`config.mk`:
```
export PLATFORM = sky130hd
export DESIGN_NAME = wave_dac_player
export DESIGN_NICKNAME = d
export VERILOG_FILES = /design/src/rtl/wdp_pkg.sv /design/src/rtl/wdp_rate_timer.sv /design/src/rtl/wdp_sample_table.sv /design/src/rtl/wdp_phase_acc.sv /design/src/rtl/wdp_serializer.sv /design/src/rtl/wave_dac_player.sv
export SDC_FILE = /design/constraint.sdc
export NUM_CORES = 1
export LEC_CHECK = 0
export BUFFER_PORTS_ARGS = -buffer_cell sky130_fd_sc_hd__buf_2
export CORE_MARGIN = 5
export CORE_UTILIZATION = 39
export DETAILED_ROUTE_END_ITERATION = 7
export GPL_ROUTABILITY_DRIVEN = 0
export PLACE_DENSITY = 0.66
export SYNTH_ARGS = -nofsm -noshare
export SYNTH_HDL_FRONTEND = slang
export SYNTH_HIERARCHICAL = 1
export SYNTH_SLANG_ARGS = --single-unit
```
`constraint.sdc`:
```
create_clock -name clk -period 7.2 [get_ports clk]
set_input_delay 0.36 -clock clk [delete_from_list [all_inputs] [get_ports clk]]
set_output_delay 0.36 -clock clk [all_outputs]
set_load 0.1 [all_outputs]
```
`src/rtl/wdp_pkg.sv`:
```
package wdp_pkg;

  localparam int unsigned TABLE_ADDR_W = 8;
  localparam int unsigned SAMPLE_BITS  = 12;
  localparam int unsigned FRAME_BITS   = 16;
  localparam int unsigned TICK_DIV     = 5;
  localparam int unsigned PERIOD_BITS  = 16;

  // Sample value for entry idx: the address bits repeated from the MSB down
  // until sw bits are filled (for 8/12 this is {idx, idx[7:4]}).
  function automatic logic [31:0] ramp_sample(input int idx, input int aw, input int sw);
    logic [31:0] a;
    logic [31:0] r;
    a = idx;
    r = '0;
    for (int b = 0; b < sw; b++) begin
      r[sw-1-b] = a[aw-1-(b % aw)];
    end
    return r;
  endfunction

endpackage

```
`src/rtl/wdp_rate_timer.sv`:
```
module wdp_rate_timer #(
  parameter int unsigned RATE_W = wdp_pkg::PERIOD_BITS
) (
  input  logic              clk,
  input  logic              rst,
  input  logic              en,
  input  logic [RATE_W-1:0] period,
  output logic              trig
);

  logic [RATE_W-1:0] cnt;
  logic [RATE_W:0]   cnt_next;

  assign cnt_next = {1'b0, cnt} + (RATE_W+1)'(1);
  // A period of 0 behaves as 1: a trigger on every clock.
  assign trig     = en && (cnt_next >= {1'b0, period});

  always_ff @(posedge clk) begin
    if (rst || !en) begin
      cnt <= '0;
    end else if (trig) begin
      cnt <= '0;
    end else begin
      cnt <= cnt_next[RATE_W-1:0];
    end
  end

endmodule

```
`src/rtl/wdp_sample_table.sv`:
```
module wdp_sample_table #(
  parameter int unsigned ADDR_W   = wdp_pkg::TABLE_ADDR_W,
  parameter int unsigned SAMPLE_W = wdp_pkg::SAMPLE_BITS
) (
  input  logic [ADDR_W-1:0]   rd_addr,
  output logic [SAMPLE_W-1:0] rd_data
);

  localparam int unsigned DEPTH = 1 << ADDR_W;

  logic [SAMPLE_W-1:0] rom [DEPTH];

  for (genvar gi = 0; gi < DEPTH; gi++) begin : g_entry
    assign rom[gi] = SAMPLE_W'(wdp_pkg::ramp_sample(gi, ADDR_W, SAMPLE_W));
  end

  assign rd_data = rom[rd_addr];

endmodule

```
`src/rtl/wdp_phase_acc.sv`:
```
module wdp_phase_acc #(
  parameter int unsigned ADDR_W = wdp_pkg::TABLE_ADDR_W
) (
  input  logic              clk,
  input  logic              rst,
  input  logic              advance,
  input  logic [ADDR_W-1:0] step,
  output logic [ADDR_W-1:0] addr
);

  // The step is sampled only on the advance cycle (frame start); the sum
  // wraps naturally at the table size.
  always_ff @(posedge clk) begin
    if (rst) begin
      addr <= '0;
    end else if (advance) begin
      addr <= addr + step;
    end
  end

endmodule

```
`src/rtl/wdp_serializer.sv`:
```
module wdp_serializer #(
  parameter int unsigned FRAME_W = wdp_pkg::FRAME_BITS,
  parameter int unsigned DIV     = wdp_pkg::TICK_DIV
) (
  input  logic               clk,
  input  logic               rst,
  input  logic               load,
  input  logic [FRAME_W-1:0] frame,
  output logic               cs_n,
  output logic               sclk,
  output logic               sdo,
  output logic               busy
);

  localparam int unsigned HALVES    = 2 * FRAME_W;
  localparam int unsigned HC_W      = $clog2(HALVES);
  localparam int unsigned DV_W      = (DIV > 1) ? $clog2(DIV) : 1;
  localparam logic [HC_W-1:0] HALF_LAST = HC_W'(HALVES - 1);
  localparam logic [DV_W-1:0] DIV_LAST  = DV_W'(DIV - 1);

  logic [FRAME_W-1:0] shreg;
  logic [HC_W-1:0]    half_cnt;
  logic [DV_W-1:0]    div_cnt;
  logic               tick;

  // One-cycle advance pulse every DIV clocks while a frame runs.
  assign tick = busy && (div_cnt == DIV_LAST);
  assign sdo  = shreg[FRAME_W-1];

  always_ff @(posedge clk) begin
    if (rst) begin
      shreg    <= '0;
      half_cnt <= '0;
      div_cnt  <= '0;
      busy     <= 1'b0;
      cs_n     <= 1'b1;
      sclk     <= 1'b0;
    end else if (load) begin
      shreg    <= frame;
      half_cnt <= '0;
      div_cnt  <= '0;
      busy     <= 1'b1;
      cs_n     <= 1'b0;
      sclk     <= 1'b0;
    end else if (busy) begin
      div_cnt <= tick ? '0 : div_cnt + DV_W'(1);
      if (tick) begin
        half_cnt <= half_cnt + HC_W'(1);
        if (!sclk) begin
          sclk <= 1'b1;
        end else begin
          sclk <= 1'b0;
          if (half_cnt == HALF_LAST) begin
            busy  <= 1'b0;
            cs_n  <= 1'b1;
            shreg <= '0;
          end else begin
            shreg <= {shreg[FRAME_W-2:0], 1'b0};
          end
        end
      end
    end
  end

endmodule

```
`src/rtl/wave_dac_player.sv`:
```
module wave_dac_player #(
  parameter int unsigned ADDR_W    = wdp_pkg::TABLE_ADDR_W,
  parameter int unsigned SAMPLE_W  = wdp_pkg::SAMPLE_BITS,
  parameter int unsigned FRAME_W   = wdp_pkg::FRAME_BITS,
  parameter int unsigned SHIFT_DIV = wdp_pkg::TICK_DIV,
  parameter int unsigned RATE_W    = wdp_pkg::PERIOD_BITS
) (
  input  logic              clk,
  input  logic              rst,
  input  logic              en,
  input  logic [ADDR_W-1:0] step,
  input  logic [RATE_W-1:0] rate_period,
  output logic              dac_cs_n,
  output logic              dac_sclk,
  output logic              dac_sdo,
  output logic              busy,
  output logic              overrun
);

  localparam int unsigned PAD_W = FRAME_W - SAMPLE_W;

  logic                trig;
  logic                start;
  logic [ADDR_W-1:0]   addr;
  logic [SAMPLE_W-1:0] sample;
  logic [FRAME_W-1:0]  frame;

  wdp_rate_timer #(.RATE_W(RATE_W)) u_timer (
    .clk    (clk),
    .rst    (rst),
    .en     (en),
    .period (rate_period),
    .trig   (trig)
  );

  wdp_sample_table #(.ADDR_W(ADDR_W), .SAMPLE_W(SAMPLE_W)) u_table (
    .rd_addr (addr),
    .rd_data (sample)
  );

  // A trigger only starts a frame when the serializer is idle.
  assign start = trig && !busy;

  wdp_phase_acc #(.ADDR_W(ADDR_W)) u_phase (
    .clk     (clk),
    .rst     (rst),
    .advance (start),
    .step    (step),
    .addr    (addr)
  );

  assign frame = {{PAD_W{1'b0}}, sample};

  wdp_serializer #(.FRAME_W(FRAME_W), .DIV(SHIFT_DIV)) u_ser (
    .clk   (clk),
    .rst   (rst),
    .load  (start),
    .frame (frame),
    .cs_n  (dac_cs_n),
    .sclk  (dac_sclk),
    .sdo   (dac_sdo),
    .busy  (busy)
  );

  always_ff @(posedge clk) begin
    if (rst) begin
      overrun <= 1'b0;
    end else begin
      overrun <= trig && busy;
    end
  end

endmodule

```
==> summary.txt <==
Layout area overhead -> 7.082%
pre-CTS setup slack -> 2.908 ns
fmax -> 0.2334 GHz
Design Area, Final -> 3443 µm²
clk sinks -> 52
core area -> 8134 µm²
worst skew pair latency -> 0.31 ns
H-tree depth -> 2
dpl hpwl -> 4644 µm
Crit Path Class -> reg -> reg
# hold bufs at CTS -> 0
final net count -> 437
non-filler cells in the finished layout -> 487
top-count cell post-synth -> dfxtp_1
row cnt -> 33
Power Total -> 521.4 µW
first-pass GRT wire length -> 11,120 µm
Worst R2R Start -> u_timer/cnt[0]
FF-to-FF setup slack -> 2.92 ns
post-cts resize count -> 0
CTS tree -> built
clock tree buffer depth -> 2
initial core utilization -> 39.53%
post-route setup slack -> 2.916 ns
Synth top area share -> 32.37%
area of placed instances -> 3332 µm²
Yosys warnings -> 6
routed len/inst -> 13.01 µm
Slew Limit Fails -> 0
WL met2 -> 2826 µm
Critical Path RT -> 7.45 ns
hold crit path type -> in -> reg
I/O Buffers -> 31
die height -> 100.8 µm
# diodes -> 0
TNS Setup -> 0 ns
Top FF cell, synth -> dfxtp_1
Seq. cell area -> 1041 µm²
Inst Count DP -> 479
number of max-cap violations -> 0
most frequent cells after synthesis -> dfxtp_1, nand3_1, nand2_1, ha_1, inv_1
Clock Skew -> 0.01407 ns
multi-input logic area -> 1899 µm²
CTS Root Buffer Type -> clkbuf_8
Async S/R FF share, synth -> 0%
DRC -> 0
initial antenna violation count -> 0
arrival time worst endpoint -> 4.53 ns
metal3 WL -> 248 µm
Worst Tran Pin Value -> 1.009 ns
CP Launch Type -> flip-flop
final setup vio count -> 0
Mapped Avg Cell Area -> 8.786 µm²
M1 wire length -> 3179 µm
#FFs+latches synth -> 52
I/O pin total -> 32
sequential area share after synthesis -> 32.37%
Worst-path clk slew -> 0.09 ns
gr ovfl total -> 0
DR vias -> 2,524
top layer used by detailed routing -> met4
Post-Syn Area -> 3216 µm²
RSZ-0062 raised after global routing -> false
Static Leak -> 1.472 nW
Worst Setup EP -> u_ser/shreg[10]
Mapped Cells -> 366
Synth cell types -> 56
status -> finished, final reports clean
WL final -> 6335 µm
minimum clock period -> 4.284 ns
post-CTS setup buffers -> 0
most area-consuming cells after synthesis -> dfxtp_1, ha_1, nand3_1
share of cells above drive strength 1 -> 16.23%
Slew Limit Headroom -> 32.59%
final hold violation count -> 0
post-synth top area cell -> dfxtp_1
fillers -> 816
CTS Buf Count -> 5
Routed Antenna Nets -> 0
Die W -> 100.8 µm
Max VDD drop -> 65.21 µV
Tcrit/Tclk final -> 59.50%
vias in the first global route -> 2,445
Reg-to-Reg End -> u_ser/shreg[10]
die area -> 10,160 µm²
DRC violation total after the first TritonRoute iteration -> 87
Max FO, Critical Path -> 21
Critical Path End Type -> flip-flop
drt via density -> 5.183
largest net degree at the start of global routing -> 32
R2R cell count -> 15
First-pass DRT Iterations -> 4
Tot GR Track Use -> 13.30%
Pwr Density -> 151.4 nW/µm²
Post-synth EDFFs -> 0
Worst Setup SP -> u_timer/cnt[0]
==> through the flow <==
stage	util [%]	hold slack, ns
floorplan	-	0.4291
global placement	40.96	0.4559
detailed placement	40.96	0.4623
CTS	42.33	0.3698
global route	42.33	0.3840
finish	42.33	0.3777
==> power breakdown <==
group	leakage (nW)	internal [mW]	total (mW)	switching, mW
clock	0.0558	0.105	0.202	0.0971
combinational	0.998	0.0125	0.0304	0.0179
sequential	0.419	0.288	0.289	0.000855
==> worst max-delay path: stages, from the launching register on <==
cell and delay, ns:
dfxtp_1 0.46, ha_1 0.26, nand2_1 0.09, nor2_2 0.22
nand2_1 0.10, xnor2_1 0.15, ha_1 0.30, nand3_1 0.06
nand2_1 0.06, a21oi_1 0.07, o211ai_2 0.75, o21a_1 0.19
and2b_2 0.39, nor2b_1 0.86, nand2_1 0.14, nand3_1 0.11
==> layout make-up <==
cell class	instances	share of cell area, %
multi-input combinational	264	55.16
sequential	52	30.23
timing repair buffer	32	4.724
tap	105	3.815
inverter	26	2.834
clock buffer	6	2.108
clock inverter	2	1.126
==> cell usage in the layout (no fill, tap or decap), types with 7 or more instances in the layout <==
| master | count |
|---|---|
| inv_1 | 26 |
| a21oi_1 | 17 |
| xor2_1 | 7 |
| nand3_1 | 44 |
| nand4_1 | 7 |
| nand4b_1 | 15 |
| dfxtp_1 | 52 |
| ha_1 | 28 |
| buf_2 | 31 |
| nor3b_2 | 8 |
| nand2_1 | 32 |
| xnor2_1 | 13 |
| nor2_1 | 18 |
==> state kept, by name, indices dropped and copies added (netlist names) <==
signal	cells
u_ser/busy	1
u_ser/cs_n	1
u_phase/addr	8
u_ser/sclk	1
u_ser/div_cnt	3
u_ser/half_cnt	5
u_timer/cnt	16
u_ser/shreg	16
overrun	1
==> routing by layer <==
layer,global-route usage [%],vias to the layer above
met2,21.27,45
met5,0,-
met1,17.94,1166
li1,-,1309
met3,2.630,4
met4,4.352,0
==> logic make-up (layout without fill, tap and decap cells) <==
| family | after synthesis | after routing | synth area share, % |
|---|---|---|---|
| compound gates | 39 | 39 | 8.366 |
| buf+inv | 53 | 66 | 8.910 |
| flops | 52 | 52 | 32.37 |
| simple gates | 165 | 165 | 31.05 |
| xor+xnor | 20 | 20 | 5.448 |
| fa+ha+maj | 29 | 29 | 11.52 |
| other cells | 1 | 4 | 0.1166 |
| mux | 7 | 7 | 2.218 |
==> worst min-delay path by stage <==
| stage | startpoint | endpoint | slack, ns | cells after the start |
|---|---|---|---|---|
| floorplan | rst | u_ser/shreg[0] | 0.43 | 1 |
| detailed placement | u_ser/shreg[9] | u_ser/shreg[9] | 0.46 | 2 |
| finish | en | u_timer/cnt[5] | 0.38 | 3 |
| CTS | en | u_timer/cnt[6] | 0.37 | 3 |
| global placement | u_ser/shreg[11] | u_ser/shreg[11] | 0.46 | 2 |
| global route | en | u_timer/cnt[5] | 0.38 | 3 |
(Power assumes the default switching activity.)
